$ cat config.mk
export PLATFORM = sky130hd
export DESIGN_NAME = dma_busmaster
export DESIGN_NICKNAME = d
export VERILOG_FILES = /design/src/rtl/dma_pkg.sv /design/src/rtl/dma_chan.sv /design/src/rtl/dma_irq.sv /design/src/rtl/dma_busmaster.sv
export SDC_FILE = /design/constraint.sdc
export NUM_CORES = 1
export LEC_CHECK = 0
export BUFFER_PORTS_ARGS = -buffer_cell sky130_fd_sc_hd__buf_2
export CAP_MARGIN = 0
export CORE_ASPECT_RATIO = 1.75
export CORE_UTILIZATION = 40
export CTS_BUF_LIST = sky130_fd_sc_hd__clkbuf_4 sky130_fd_sc_hd__clkbuf_8
export DETAILED_ROUTE_END_ITERATION = 6
export GPL_TIMING_DRIVEN = 0
export SLEW_MARGIN = 10
export SYNTH_ARGS = -nofsm -noshare
export SYNTH_HDL_FRONTEND = slang
export SYNTH_SLANG_ARGS = --single-unit
$ cat constraint.sdc
create_clock -name clk -period 4.95 [get_ports clk]
set_input_delay 0.99 -clock clk [delete_from_list [all_inputs] [get_ports clk]]
set_output_delay 0.99 -clock clk [all_outputs]
set_load 0.01 [all_outputs]
$ cat src/rtl/dma_pkg.sv
package dma_pkg;
    typedef enum logic [2:0] {
        REG_RD_ADDR = 3'd0,
        REG_RD_CNT  = 3'd1,
        REG_WR_ADDR = 3'd2,
        REG_WR_CNT  = 3'd3,
        REG_CTRL    = 3'd4,
        REG_INT     = 3'd5
    } reg_sel_e;

    localparam int CTRL_CNT_EN = 0;
    localparam int CTRL_RD_RUN = 1;
    localparam int CTRL_WR_RUN = 2;

    localparam int INT_RD_IE   = 0;
    localparam int INT_WR_IE   = 1;
    localparam int ST_LSB      = 18;  // flags occupy 21:18
    localparam int N_FLAGS     = 4;

    // flag index within the 4-bit flag vector
    localparam int FL_WR_DONE  = 0;
    localparam int FL_RD_DONE  = 1;
    localparam int FL_MABORT   = 2;
    localparam int FL_TABORT   = 3;

    localparam int CH_WR       = 0;
    localparam int CH_RD       = 1;
    localparam int N_CH        = 2;
endpackage

$ cat src/rtl/dma_chan.sv
module dma_chan #(
    parameter int ADDR_W = 32,
    parameter int CNT_W  = 16
) (
    input  logic              clk,
    input  logic              rst_n,
    input  logic              cnt_en,
    input  logic              run_wr,
    input  logic              run_val,
    input  logic              addr_wr,
    input  logic [ADDR_W-1:2] addr_data,
    input  logic              cnt_wr,
    input  logic [CNT_W-1:0]  cnt_data,
    input  logic              beat_ok,
    input  logic              beat_abort,
    output logic [ADDR_W-1:0] addr_o,
    output logic [CNT_W-1:0]  cnt_o,
    output logic              run_o,
    output logic              active_o,
    output logic [2:0]        bytes_o,
    output logic              done_o
);
    localparam logic [ADDR_W-1:0] WORD_STEP = ADDR_W'(4);
    localparam logic [CNT_W-1:0]  FULL_WORD = CNT_W'(4);

    typedef struct packed {
        logic [ADDR_W-1:0] addr;
        logic [CNT_W-1:0]  cnt;
        logic              run;
    } chan_t;

    chan_t st_q, st_d;
    logic  active;
    logic  [2:0] bytes;
    logic  done;

    always_comb begin
        st_d   = st_q;
        done   = 1'b0;
        active = st_q.run && (!cnt_en || st_q.cnt != '0);
        bytes  = (!cnt_en || st_q.cnt >= FULL_WORD) ? 3'd4 : {1'b0, st_q.cnt[1:0]};
        if (active && beat_ok) begin
            st_d.addr = st_q.addr + WORD_STEP;
            if (cnt_en) begin
                st_d.cnt = st_q.cnt - CNT_W'(bytes);
                if (st_q.cnt == CNT_W'(bytes)) begin
                    st_d.run = 1'b0;
                    done     = 1'b1;
                end
            end
        end
        if (active && beat_abort) st_d.run = 1'b0;
        if (addr_wr) st_d.addr = {addr_data, 2'b00};
        if (cnt_wr)  st_d.cnt  = cnt_data;
        if (run_wr)  st_d.run  = run_val;
    end

    always_ff @(posedge clk) begin
        if (!rst_n) st_q <= '0;
        else        st_q <= st_d;
    end

    assign addr_o   = st_q.addr;
    assign cnt_o    = st_q.cnt;
    assign run_o    = st_q.run;
    assign active_o = active;
    assign bytes_o  = bytes;
    assign done_o   = done;

    a_r2_addr_aligned: assert property (@(posedge clk) disable iff (!rst_n)
        st_q.addr[1:0] == 2'b00);
    a_r4_bytes_range: assert property (@(posedge clk) disable iff (!rst_n)
        active |-> (bytes_o != 3'd0 && bytes_o <= 3'd4));
    a_r5_idle_at_zero: assert property (@(posedge clk) disable iff (!rst_n)
        (cnt_en && cnt_o == '0) |-> !active_o);
    a_r5_done_stops: assert property (@(posedge clk) disable iff (!rst_n)
        done_o |=> (!run_o || $past(run_wr)));
    a_r6_count_held: assert property (@(posedge clk) disable iff (!rst_n)
        (!cnt_en && !cnt_wr) |=> cnt_o == $past(cnt_o));
    a_r11_idle_addr_held: assert property (@(posedge clk) disable iff (!rst_n)
        (!active_o && !addr_wr) |=> addr_o == $past(addr_o));
endmodule

$ cat src/rtl/dma_irq.sv
module dma_irq #(
    parameter int NF = 4
) (
    input  logic          clk,
    input  logic          rst_n,
    input  logic          int_wr,
    input  logic [1:0]    ie_val,
    input  logic [NF-1:0] clr_mask,
    input  logic [NF-1:0] set_ev,
    output logic [NF-1:0] flags_o,
    output logic [1:0]    ie_o,
    output logic          irq_o
);
    import dma_pkg::*;

    typedef struct packed {
        logic [NF-1:0] flags;
        logic [1:0]    ie;
    } irq_t;

    irq_t st_q, st_d;
    logic [NF-1:0] en_mask;
    logic          armed;

    always_comb begin
        st_d  = st_q;
        armed = |st_q.ie;
        en_mask = '0;
        en_mask[FL_RD_DONE] = st_q.ie[INT_RD_IE];
        en_mask[FL_WR_DONE] = st_q.ie[INT_WR_IE];
        en_mask[FL_MABORT]  = armed;
        en_mask[FL_TABORT]  = armed;
        if (int_wr) begin
            st_d.ie    = ie_val;
            st_d.flags = st_q.flags & ~clr_mask;
        end
        st_d.flags = st_d.flags | set_ev;
    end

    always_ff @(posedge clk) begin
        if (!rst_n) st_q <= '0;
        else        st_q <= st_d;
    end

    assign flags_o = st_q.flags;
    assign ie_o    = st_q.ie;
    assign irq_o   = |(st_q.flags & en_mask);

    a_r9_irq_needs_flag: assert property (@(posedge clk) disable iff (!rst_n)
        irq_o |-> (|flags_o && |ie_o));
    a_r8_set_sticks: assert property (@(posedge clk) disable iff (!rst_n)
        (|set_ev) |=> ((flags_o & $past(set_ev)) == $past(set_ev)));
    a_r8_no_write_keeps: assert property (@(posedge clk) disable iff (!rst_n)
        (!int_wr) |=> ((flags_o & $past(flags_o)) == $past(flags_o)));
endmodule

$ cat src/rtl/dma_busmaster.sv
module dma_busmaster #(
    parameter int ADDR_W = 32,
    parameter int CNT_W  = 16
) (
    input  logic              clk,
    input  logic              rst_n,
    input  logic              reg_wr,
    input  logic [2:0]        reg_addr,
    input  logic [31:0]       reg_wdata,
    output logic [31:0]       reg_rdata,
    input  logic              beat_valid,
    input  logic              beat_dir,
    input  logic              beat_mabort,
    input  logic              beat_tabort,
    output logic              rd_active,
    output logic [ADDR_W-1:0] rd_addr,
    output logic [2:0]        rd_bytes,
    output logic              wr_active,
    output logic [ADDR_W-1:0] wr_addr,
    output logic [2:0]        wr_bytes,
    output logic              irq
);
    import dma_pkg::*;

    typedef struct packed {
        logic cnt_en;
    } ctrl_t;

    ctrl_t ctrl_q, ctrl_d;

    logic              ctrl_wr, int_wr, abort_in;
    logic [N_CH-1:0]   addr_wr, cnt_wr, run_val, beat_ok, beat_ab;
    logic [N_CH-1:0]   run, active, done;
    logic [ADDR_W-1:0] ch_addr  [N_CH];
    logic [CNT_W-1:0]  ch_cnt   [N_CH];
    logic [2:0]        ch_bytes [N_CH];
    logic [N_FLAGS-1:0] set_ev, flags;
    logic [1:0]        ie;
    logic              abort_taken;
    logic              unused_wdata;

    assign ctrl_wr  = reg_wr && (reg_addr == REG_CTRL);
    assign int_wr   = reg_wr && (reg_addr == REG_INT);
    assign abort_in = beat_mabort | beat_tabort;

    assign addr_wr[CH_RD] = reg_wr && (reg_addr == REG_RD_ADDR);
    assign addr_wr[CH_WR] = reg_wr && (reg_addr == REG_WR_ADDR);
    assign cnt_wr[CH_RD]  = reg_wr && (reg_addr == REG_RD_CNT);
    assign cnt_wr[CH_WR]  = reg_wr && (reg_addr == REG_WR_CNT);
    assign run_val[CH_RD] = reg_wdata[CTRL_RD_RUN];
    assign run_val[CH_WR] = reg_wdata[CTRL_WR_RUN];

    always_comb begin
        ctrl_d = ctrl_q;
        if (ctrl_wr) ctrl_d.cnt_en = reg_wdata[CTRL_CNT_EN];
    end

    always_ff @(posedge clk) begin
        if (!rst_n) ctrl_q <= '0;
        else        ctrl_q <= ctrl_d;
    end

    for (genvar g = 0; g < N_CH; g++) begin : g_chan
        logic dir_hit;
        assign dir_hit    = beat_valid && (beat_dir == 1'(g));
        assign beat_ok[g] = dir_hit && !abort_in;
        assign beat_ab[g] = dir_hit && abort_in;

        dma_chan #(.ADDR_W(ADDR_W), .CNT_W(CNT_W)) u_chan (
            .clk       (clk),
            .rst_n     (rst_n),
            .cnt_en    (ctrl_q.cnt_en),
            .run_wr    (ctrl_wr),
            .run_val   (run_val[g]),
            .addr_wr   (addr_wr[g]),
            .addr_data (reg_wdata[ADDR_W-1:2]),
            .cnt_wr    (cnt_wr[g]),
            .cnt_data  (reg_wdata[CNT_W-1:0]),
            .beat_ok   (beat_ok[g]),
            .beat_abort(beat_ab[g]),
            .addr_o    (ch_addr[g]),
            .cnt_o     (ch_cnt[g]),
            .run_o     (run[g]),
            .active_o  (active[g]),
            .bytes_o   (ch_bytes[g]),
            .done_o    (done[g])
        );
    end

    assign abort_taken         = |(beat_ab & active);
    assign set_ev[FL_WR_DONE]  = done[CH_WR];
    assign set_ev[FL_RD_DONE]  = done[CH_RD];
    assign set_ev[FL_MABORT]   = abort_taken && beat_mabort;
    assign set_ev[FL_TABORT]   = abort_taken && beat_tabort;

    dma_irq #(.NF(N_FLAGS)) u_irq (
        .clk     (clk),
        .rst_n   (rst_n),
        .int_wr  (int_wr),
        .ie_val  (reg_wdata[1:0]),
        .clr_mask(reg_wdata[ST_LSB+N_FLAGS-1:ST_LSB]),
        .set_ev  (set_ev),
        .flags_o (flags),
        .ie_o    (ie),
        .irq_o   (irq)
    );

    always_comb begin
        reg_rdata = '0;
        unique case (reg_addr)
            REG_RD_ADDR: reg_rdata = 32'(ch_addr[CH_RD]);
            REG_RD_CNT:  reg_rdata = 32'(ch_cnt[CH_RD]);
            REG_WR_ADDR: reg_rdata = 32'(ch_addr[CH_WR]);
            REG_WR_CNT:  reg_rdata = 32'(ch_cnt[CH_WR]);
            REG_CTRL: begin
                reg_rdata[CTRL_CNT_EN] = ctrl_q.cnt_en;
                reg_rdata[CTRL_RD_RUN] = run[CH_RD];
                reg_rdata[CTRL_WR_RUN] = run[CH_WR];
            end
            REG_INT: begin
                reg_rdata[1:0] = ie;
                reg_rdata[ST_LSB+N_FLAGS-1:ST_LSB] = flags;
            end
            default: reg_rdata = '0;
        endcase
    end

    assign unused_wdata = ^reg_wdata;

    assign rd_active = active[CH_RD];
    assign rd_addr   = ch_addr[CH_RD];
    assign rd_bytes  = ch_bytes[CH_RD];
    assign wr_active = active[CH_WR];
    assign wr_addr   = ch_addr[CH_WR];
    assign wr_bytes  = ch_bytes[CH_WR];

    a_r10_abort_stops: assert property (@(posedge clk) disable iff (!rst_n)
        (abort_taken && !ctrl_wr) |=> !(|(run & $past(beat_ab & active))));
    a_r10_abort_flag: assert property (@(posedge clk) disable iff (!rst_n)
        (abort_taken && beat_mabort) |=> flags[FL_MABORT]);
endmodule

Word level (Yosys, flattened, before mapping)
Cells that the tools add are included.

storage, ports and cells
  flip-flop bits (word level) = 105
  input port bits = 42
  output and inout bits = 105
  word-level logic and storage cells = 110

cells by class
  $add $sub $neg = 4
  $lt $le $gt $ge = 2
  equal/unequal tests = 7
  muxes and demuxes = 28
  bitwise operators = 8
  reduce and logical (&&, ||, !) cells = 50

operators by type and width
  cell                                                   count
  2-to-1 mux 49 bit                                      2
  adder 32 x 3 -> 32 bit (second input constant)         2
  2-to-1 mux 32 bit                                      2
  case mux 15 bit (4 select lines)                       1
  2-to-1 mux 17 bit                                      2
  == test 16 x 3 -> 1 bit                                2
  >= comparator 16 x 3 -> 1 bit (second input constant)  2
  2-to-1 mux 16 bit                                      2
  nonzero test 16 bit                                    2
  subtractor 16 x 3 -> 16 bit                            2
  logical AND 1 bit                                      20
  case mux 10 bit (2 select lines)                       1
  nonzero test 3 bit                                     6
  2-to-1 mux 1 bit                                       12
  case mux 2 bit (6 select lines)                        1
  case mux 4 bit (3 select lines)                        1
  nonzero test 2 bit                                     6
  AND 4 bit                                              2
  OR reduction 2 bit                                     4
  == test 3 x 2 -> 1 bit (second input constant)         2
  == test 3 bit (second input constant)                  2
  2-to-1 mux 3 bit                                       2
  2-to-1 mux 6 bit                                       1
  AND reduction 3 bit                                    2
  other kinds (12)                                       18

Longest topological paths before layout
Gate-level depths: netlist (run 1).

  depth after elaboration = 9
  depth in mapped cells = 11
  gate-level depth less buffers = 10

Cells and area by module
A second synthesis (run 1) with hierarchy kept.

second synthesis, totals
  cell total of the unflattened synthesis = 852
  area, all modules = 7026.7 um2

by module, submodules not included
  module                        times used  cells each  area each (um2)  sequential area each (um2)
  dma_chan at g_chan[0].u_chan  1           365         2952.8           940.9
  dma_chan at g_chan[1].u_chan  1           350         2785.2           940.9
  dma_busmaster                 1           116         1057.3           20.0
  dma_irq                       1           21          231.5            120.1

Least setup slack after synthesis (run 1)
Ideal clock, no wire load.

  kind = reg-to-reg
  start point = reg g_chan[0].u_chan.st_q (netlist bit g_chan[0].u_chan.cnt_o[4])
  end point = reg g_chan[0].u_chan.st_q (netlist bit g_chan[0].u_chan.cnt_o[11])
  library setup time = 0.125 ns
  arrival time = 3.374 ns
  required time = 4.825 ns
  path slack = 1.450 ns
  stages on the path, launching flop included = 12
  buffers on the path = 2
  clock period less this slack = 3.500 ns
  cells stage by stage = dfxtp_1 > or4_4 > or3_4 > buf_6 > nor2_1 > ha_1 > or3_1 > clkbuf_1 > or4_1 > a2111oi_0 > and3_1 > nor3_1

on the way
  longest elaborated chain between the ends = 7
  elaborated cells between the ends (all ways) = 13
  classes of those cells = 1 x add/sub; 1 x order compare; 4 x mux; 7 x reduce/logical

ends and longest elaborated chain
  what                           RTL line        text
  start, declared                dma_chan.sv:32  chan_t st_q, st_d;
  start signal, assigned         dma_chan.sv:60  else st_q <= st_d;
  >= comparator 16 x 3 -> 1 bit  dma_chan.sv:41  bytes = (!cnt_en || st_q.cnt >= FULL_WORD) ? 3'd4 : {1'b0, st_q.cnt[1:0]};
  logical OR 1 bit               dma_chan.sv:41
  2-to-1 mux 3 bit               dma_chan.sv:41
  subtractor 16 x 3 -> 16 bit    dma_chan.sv:45  st_d.cnt = st_q.cnt - CNT_W'(bytes);
  2-to-1 mux 17 bit              dma_chan.sv:44  if (cnt_en) begin
  2-to-1 mux 49 bit              dma_chan.sv:42  if (active && beat_ok) begin
  2-to-1 mux 16 bit              dma_chan.sv:54  if (cnt_wr) st_d.cnt = cnt_data;

Several ways; a longest one is shown, not always the timed one. The select of a mux whose other input is x is not followed.
A chain may end at the register's enable or synchronous reset.

Worst setup path in the final report (run 1)
Ends and elaborated chain as after synthesis.

==> results.yml, run 1 <==
power:
  p_per_area_nw_per_um2: 219
  p_sw_uw: 585
  p_int_mw: 1.15
  p_leak_nw: 2.89
  switching_share_pct: 33.8
  clockPowerShare_pct: 30.2
  max-vdd-ir-drop_uv: 115
  pwr-share-comb_pct: 18.1
  p_seq_share_pct: 51.6
final_layout:
  diodes: 0
  final_common_cell: "buf_2"
  final_cell_mix: "buf_2 (149), o21ai_0 (104), dfxtp_1 (101)"
  postLayoutCellArea_um2: 7920
  syn_to_final_growth_pct: 17.4
  final_nets: 1039
  final_cells: 1220
  drive_above_1_share_pct: 20.0
setup_path:
  cp-end-kind: "register"
  critPathKind: "register to register"
  path_max_fanout: 10
  worst-path-buf-inv: 2
  cp-start-kind: "register"
  cp.arrival_ns: 4.76
  required_ns: 5.22
  cp_top_family: "simple AND/OR/NAND/NOR gates"
  cp_cell_sequence: "or4_4, or3_4, buf_6, nor2_1, ha_1, or3_1, clkbuf_1, or4_1, a2111oi_0, and3_1, nor3_1"
  slowest_stage: "a2111oi_0"
  max_stage_delay_ns: 0.84
floorplan:
  die-area_um2: 17400
  start_util_pct: 41.0
  dieWidth_um: 100
  core.rowCount: 62
  die_y_um: 174
  io_pins: 147
  core_area_um2: 16400
synth:
  synth_edf_count: 0
  yosysWarningCount: 0
  synth.avg_cell_area_um2: 8.08
  yosysSeqAreaShare_pct: 30.0
  ys_types: 61
  ys_ff_latch: 101
  netlist_instances: 835
  synthFlopType: "dfxtp_1"
  async_reset_ff_share_pct: 0
  syn-cell-area_um2: 6750
clock_network:
  postCtsSetupBuffers: 0
  cts_tree: "built"
  post_cts_resized: 0
  cts_buffers: 9
  clk_latency_ns: 0.39
  clk_pin_slew_ns: 0.11
  cts_sinks: 101
  cts.path.max_buffers: 2
  hold_buffers: 0
  clock-root-buffer: "clkbuf_8"
  h-tree-depth: 3
global_route:
  met1_usage_pct: 37.9
  grt_pass1_vias: 7394
  track_usage_pct: 34.7
  grt-busiest-layer: "met2"
  grtUsageMet3_pct: 6.85
  antenna_found_initial: 0
  grt_max_degree: 17
  grt_pass1_wl_um: 44400
  grt_use_met2_pct: 57.2
  grt_overflow: 0
sta:
  slew_headroom_pct: 32.9
  finalSetupViolations: 0
  period_share_pct: 90.7
  clock_skew_ns: 0.0200
  fmax_mhz: 223
  tns_ns: 0
  tightest_slew_ns: 0.980
  rsz0062_at_grt: "no"
  maxSlewViolCount: 0
  fin_crit_ns: 4.49
  hold_viol: 0
  setup_ws_ns: 0.459
place:
  dp_slack_ns: 0.616
  port_buffers: 140
  finalWeightedCongestion: 0.964
  placed_cell_area_um2: 7750
  hpwl_um: 23300
  dp_cells: 1204
drt:
  wl_per_cell_um: 25.0
  postRouteAntennaNets: 0
  vias: 7987
  drt_iter0_drc: 656
  vias_per_cell: 6.55
  firstDrtPassIters: 5
  drc_errors: 0
  wl_um: 30500
min_path:
  hold_path.class: "register to register"
status:
  status: "finished, final reports clean"
run:
  cap_violations: 0
==> per-stage QoR <==
step	hold slack (ns)	utilization [%]	total power [mW]
after detailed placement	0.489	47.1	1.21
after CTS	0.507	48.2	1.72
after global routing	0.527	48.2	1.78
after floorplan	0.450	-	1.07
after global placement	0.490	47.1	1.21
final	0.505	48.2	1.73
==> cell families (layout without fill, tap and decap cells) <==
logic type	Yosys count	in the layout	share of synthesized area [%]
multiplexers	42	42	8.83
flip-flops	101	101	30.0
adder cells (fa/ha/maj)	6	6	1.11
AND/OR/NAND/NOR	265	265	22.4
AO/OA/AOI/OAI	294	294	26.8
XOR/XNOR	44	44	5.71
buffers and inverters	82	238	5.12
other	1	6	0.0556
==> cells in the mapped netlist, types with 5 or more instances <==
cell / n / area, µm²
o21ai_0: 104 / 521
dfxtp_1: 101 / 2020
a21oi_1: 55 / 275
nand2_1: 50 / 188
clkbuf_1: 46 / 173
a31oi_1: 41 / 257
nor2_1: 36 / 135
xnor2_1: 33 / 289
mux2i_1: 28 / 280
nand3_1: 26 / 130
or4_1: 25 / 188
and2_1: 23 / 144
o31ai_1: 22 / 165
or3_1: 22 / 138
nand4_1: 20 / 125
inv_1: 18 / 67.6
mux4_2: 14 / 315
a211oi_1: 12 / 90.1
nor4_1: 12 / 75.1
a2111oi_0: 11 / 96.3
xor2_1: 11 / 96.3
o2111ai_1: 10 / 87.6
buf_2: 9 / 45.0
nor3_1: 9 / 45.0
and4_1: 8 / 70.1
o21ai_1: 8 / 40.0
and3_1: 6 / 37.5
ha_1: 6 / 75.1
o211ai_1: 6 / 45.0
buf_4: 5 / 37.5
nand2b_1: 5 / 31.3
or2_2: 5 / 31.3
==> power by group through the flow <==
| stage | clock, mW | sequential, mW | combinational (mW) |
|---|---|---|---|
| floorplan | 0 | 0.894 | 0.176 |
| global placement | 0 | 0.909 | 0.304 |
| detailed placement | 0 | 0.909 | 0.304 |
| CTS | 0.519 | 0.891 | 0.306 |
| global route | 0.552 | 0.895 | 0.335 |
| finish | 0.523 | 0.894 | 0.314 |
==> routing by layer <==
layer | part of all wire (%) | vias to the layer above
li1 | - | 3529
met1 | 35 | 3822
met2 | 47 | 492
met3 | 8.4 | 144
met4 | 9.2 | 0
met5 | 0 | -
==> path summary, 6_finish.rpt <==
path / startpoint / endpoint / slack, ns / cells after the start
worst min-delay path: u_irq.flags_o[1] / u_irq.flags_o[1] / 0.51 / 2
worst min register to register: u_irq.flags_o[1] / u_irq.flags_o[1] / 0.51 / 2
worst max-delay path: g_chan[0].u_chan.cnt_o[4] / g_chan[0].u_chan.cnt_o[11] / 0.46 / 11
worst max register to register: g_chan[0].u_chan.cnt_o[4] / g_chan[0].u_chan.cnt_o[11] / 0.46 / 11
==> worst reg2reg max path, delay by kind of cell, from the launching register on <==
kind                     cells  cell delay [ns]
AO/OA/AOI/OAI                1             0.84
AND/OR/NAND/NOR              7             2.34
buffers and inverters        2             0.40
adder cells (fa/ha/maj)      1             0.37
flip-flops                   1             0.42
==> cell type report <==
class	count	area, µm²
Tap cell	224	280
Buffer	62	270
Multi-Input combinational cell	657	4400
Sequential cell	101	2020
Fill cell	1764	8520
Clock buffer	11	139
Inverter	20	75.1
Clock inverter	5	35.0
Timing Repair Buffer	140	701
==> flip-flops by register name, indices dropped and copies added (netlist names) <==
signal and cells:
g_chan.u_chan.addr_o 60, g_chan.u_chan.run_o 2, g_chan.u_chan.cnt_o 32, u_irq.flags_o 4
u_irq.ie_o 2, ctrl_q 1
No activity file was read; power rests on OpenSTA's default activity.
==> inputs of run 2 (changes only) <==
Settings changed: CORE_MARGIN from default to 1.5, CORE_UTILIZATION 40 to 45, PLACE_DENSITY from default to 0.68.
==> run 2 against run 1 <==
Against the previous run:
- non-clock buffer count did not move
- first-iteration DRC count rose by 6.1%
- critical path type unchanged
- largest cell class unchanged
- critical endpoint unchanged
- final cell count fell by 3.3%
- utilization rose by 5.6 points
- hold slack got worse by 0.0055 ns
- sequential power hardly changed
==> results.yml, run 2 (synthesized netlist as in run 1, its figures left out) <==
floorplan:
  io_pins: 147
  die-area_um2: 15800
  start_util_pct: 45.7
  dieWidth_um: 95.6
  core_area_um2: 14800
  die_y_um: 165
  core.rowCount: 59
place:
  dp_cells: 1163
  port_buffers: 140
  placed_cell_area_um2: 7700
  dp_slack_ns: 0.630
  finalWeightedCongestion: 1.08
  hpwl_um: 22700
global_route:
  grt_overflow: 0
  grt_pass1_vias: 7256
  grt_max_degree: 18
  antenna_found_initial: 1
  grt_pass1_wl_um: 43300
  track_usage_pct: 37.8
sta:
  tightest_slew_ns: 0.983
  slew_headroom_pct: 34.0
  fin_crit_ns: 4.41
  fmax_mhz: 227
  tns_ns: 0
  setup_ws_ns: 0.544
  clock_skew_ns: 0.0134
  hold_viol: 0
  rsz0062_at_grt: "no"
  maxSlewViolCount: 0
  finalSetupViolations: 0
  period_share_pct: 89.0
drt:
  drc_errors: 0
  postRouteAntennaNets: 0
  firstDrtPassIters: 6
  vias_per_cell: 6.69
  vias: 7894
  drt_iter0_drc: 696
  wl_um: 29500
  wl_per_cell_um: 25.0
final_layout:
  final_nets: 1039
  final_cell_mix: "buf_2 (149), o21ai_0 (104), dfxtp_1 (101)"
  largest_reg_flops: 60
  syn_to_final_growth_pct: 17.7
  final_cells: 1180
  final_common_cell: "buf_2"
  drive_above_1_share_pct: 20.0
  postLayoutCellArea_um2: 7950
clock_network:
  clk_pin_slew_ns: 0.12
  h-tree-depth: 3
  cts_buffers: 9
  post_cts_resized: 0
  cts.path.max_buffers: 2
  clk_latency_ns: 0.41
  cts_tree: "built"
  clock-root-buffer: "clkbuf_8"
  cts_sinks: 101
  postCtsSetupBuffers: 0
  hold_buffers: 0
power:
  p_leak_nw: 2.92
  p_per_area_nw_per_um2: 238
  max-vdd-ir-drop_uv: 184
setup_path:
  max_stage_delay_ns: 0.77
  worst-path-buf-inv: 2
  cp-end-kind: "register"
  cp_cell_sequence: "or4_4, or3_4, buf_6, nor2_1, ha_1, or3_1, clkbuf_1, or4_1, a2111oi_0, and3_1, nor3_1"
  required_ns: 5.24
  critPathKind: "register to register"
  cp_top_family: "simple AND/OR/NAND/NOR gates"
  path_max_fanout: 10
  cp.arrival_ns: 4.70
  slowest_stage: "a2111oi_0"
  cp-start-kind: "register"
status:
  status: "finished, final reports clean"
min_path:
  hold_path.class: "register to register"
run:
  cap_violations: 0
[run 2: worst register-to-register path, cell delays in order, from the launching register on]
cell and delay [ns]:
dfxtp_1 0.41, or4_4 0.58, or3_4 0.42, buf_6 0.16
nor2_1 0.27, ha_1 0.37, or3_1 0.32, clkbuf_1 0.24
or4_1 0.45, a2111oi_0 0.77, and3_1 0.26, nor3_1 0.05
[run 2: worst paths after layout]
kind / startpoint / to / slack [ns] / depth (start not counted)
max: g_chan[0].u_chan.cnt_o[4] / g_chan[0].u_chan.cnt_o[11] / 0.54 / 11
min: u_irq.flags_o[1] / u_irq.flags_o[1] / 0.50 / 2
max reg2reg: g_chan[0].u_chan.cnt_o[4] / g_chan[0].u_chan.cnt_o[11] / 0.54 / 11
min reg2reg: u_irq.flags_o[1] / u_irq.flags_o[1] / 0.50 / 2
[run 2: layout make-up]
| cell class | count | area [µm²] |
|---|---|---|
| Sequential cell | 101 | 2020 |
| Antenna cell | 1 | 2.50 |
| Timing Repair Buffer | 140 | 701 |
| Clock inverter | 7 | 123 |
| Buffer | 62 | 270 |
| Clock buffer | 9 | 124 |
| Inverter | 20 | 75.1 |
| Tap cell | 183 | 229 |
| Fill cell | 1499 | 6820 |
| Multi-Input combinational cell | 657 | 4400 |
[run 2: power by group]
part | leakage, nW | internal [mW] | switching, mW
Clock | 0.116 | 0.339 | 0.344
Sequential | 0.820 | 0.839 | 0.0541
Combinational | 1.98 | 0.111 | 0.202
Total | 2.92 | 1.29 | 0.600
[run 2: stage by stage]
step,utilization [%],hold slack [ns],power (mW)
after floorplan,-,0.450,1.07
after global placement,52.1,0.479,1.21
after detailed placement,52.1,0.480,1.21
after CTS,53.8,0.499,1.86
after global routing,53.8,0.547,1.93
final,53.8,0.500,1.89
[run 2: routing by layer]
metal  vias up  part of all wire (%)  track usage (%)
met1      3734                    34             41.3
li1       3526                     -                -
met5         -                     0                0
met3       148                   8.7             7.73
met2       486                    47             61.1
met4         0                    10             31.8
==> inputs of run 3 (changes only) <==
Settings changed: CORE_MARGIN 1.5 to default, PLACE_DENSITY 0.68 to 0.71.
Clock period 4.95 ns to 4 ns, I/O delays scaled along.
==> run 3 against run 2 <==
Against the previous run:
- sequential share of layout area barely moved
- utilization up 0.98 points
- cell area is essentially flat
- clock power increased by 9.5%
- sequential power up 23%
- largest cell class unchanged
- clock-buffer cell count did not move
- critical path depth unchanged
- non-clock buffer count unchanged
- critical endpoint unchanged
==> results.yml, run 3 (synthesized netlist as in run 1, its figures left out) <==
status:
  status: "finished, final reports clean"
place:
  hpwl_um: 22600
  finalWeightedCongestion: 1.01
  port_buffers: 140
  dp_slack_ns: -0.304
  dp_cells: 1160
sta:
  fmax_mhz: 256
  clock_skew_ns: 0.0166
  finalSetupViolations: 0
  hold_viol: 0
  setup_ws_ns: 0.0866
  period_share_pct: 97.8
  tightest_slew_ns: 0.897
  slew_headroom_pct: 39.8
  maxSlewViolCount: 0
  fin_crit_ns: 3.91
  holdWs_ns: 0.513
  rsz0062_at_grt: "no"
power:
  p_per_area_nw_per_um2: 282
  p_leak_nw: 2.92
  power_mw: 2.24
  max-vdd-ir-drop_uv: 198
final_layout:
  final_common_cell: "buf_2"
  largest_reg_flops: 60
  final_util_pct: 54.8
  diodes: 0
  final_cells: 1175
  drive_above_1_share_pct: 20.4
  final_cell_mix: "buf_2 (149), o21ai_0 (104), dfxtp_1 (101)"
  final_nets: 1039
  syn_to_final_growth_pct: 17.9
  fillCellCount: 1482
global_route:
  grt_max_degree: 17
  grt_pass1_vias: 7295
  grt_pass1_wl_um: 42800
  track_usage_pct: 38.0
  antenna_found_initial: 1
  grt_overflow: 0
floorplan:
  core_area_um2: 14500
  die_y_um: 164
  io_pins: 147
  dieWidth_um: 94.6
  core.rowCount: 58
  start_util_pct: 46.5
  die-area_um2: 15500
setup_path:
  cp_top_family: "simple AND/OR/NAND/NOR gates"
  cp.arrival_ns: 4.23
  cp-start-kind: "register"
  critPathKind: "register to register"
  cp-end-kind: "register"
  slowest_stage: "or4_4"
  worst-path-buf-inv: 2
  path_max_fanout: 10
  cp_cell_sequence: "or4_4, or3_4, buf_6, nor2_2, ha_1, or3_1, clkbuf_1, or4_1, a2111oi_4, a311oi_1, nor3_1"
  max_stage_delay_ns: 0.59
  required_ns: 4.31
clock_network:
  h-tree-depth: 3
  cts_sinks: 101
  cts.path.max_buffers: 2
  cts_tree: "built"
  clk_pin_slew_ns: 0.11
  clock-root-buffer: "clkbuf_8"
  cts_buffers: 9
  hold_buffers: 0
  clk_latency_ns: 0.39
drt:
  postRouteAntennaNets: 0
  drc_errors: 0
  firstDrtPassIters: 5
  wl_per_cell_um: 24.6
  drt_iter0_drc: 677
  vias_per_cell: 6.69
  wl_um: 29000
  vias: 7864
min_path:
  hold_path.class: "register to register"
run:
  cap_violations: 0
## run 3: cell count changes in the layout (fill, tap and decap cells not counted), sizes merged
cell / change
clkinvlp: -1
diode: -1
clkinv: +1
bufinv: -1
## run 3: worst min-delay path: stages, from the launching register on
cell,delay (ns)
dfxtp_1,0.36
nand2_1,0.07
a21oi_1,0.05
## run 3: report_power, final
| part | switching (mW) | internal, mW | total, mW |
|---|---|---|---|
| sequential | 0.0662 | 1.04 | 1.10 |
| combinational | 0.251 | 0.139 | 0.390 |
| clock | 0.397 | 0.350 | 0.747 |
| total | 0.715 | 1.53 | 2.24 |
## run 3: timing repair
item                       in CTS  in global routing
resized for setup               4                  5
pin swaps                       0                  1
buffers inserted                0                  0
setup endpoints to repair       4                  6
## run 3: path summary, 6_finish.rpt
| kind | startpoint | to | slack (ns) | cells past startpoint |
|---|---|---|---|---|
| min | u_irq.flags_o[1] | u_irq.flags_o[1] | 0.51 | 2 |
| min reg2reg | u_irq.flags_o[1] | u_irq.flags_o[1] | 0.51 | 2 |
| max reg2reg | g_chan[0].u_chan.cnt_o[4] | g_chan[0].u_chan.cnt_o[11] | 0.09 | 11 |
| max | g_chan[0].u_chan.cnt_o[4] | g_chan[0].u_chan.cnt_o[11] | 0.09 | 11 |
## run 3: layout make-up
class,instances,area [µm²],share of cell area [%]
tap,180,225,2.83
sequential,101,2020,25.4
clock inverter,6,86.3,1.09
multi-input combinational,657,4450,55.9
buffer,62,270,3.40
timing repair buffer,140,701,8.81
inverter,20,75.1,0.944
clock buffer,9,124,1.56
## run 3: through the flow
stage / setup TNS, ns / area [µm²]
after global placement: -0.276 / 7690
after floorplan: 0 / 6770
after detailed placement: -0.340 / 7690
final: 0 / 7950
after CTS: 0 / 7920
after global routing: 0 / 7950
## run 3: layer usage
metal	global-route usage (%)	part of all wire, %	vias to the layer above
met1	42.7	34	3674
met3	5.14	8.4	149
met5	0	0.045	-
met4	34.7	11	2
met2	61.1	46	510
li1	-	-	3529
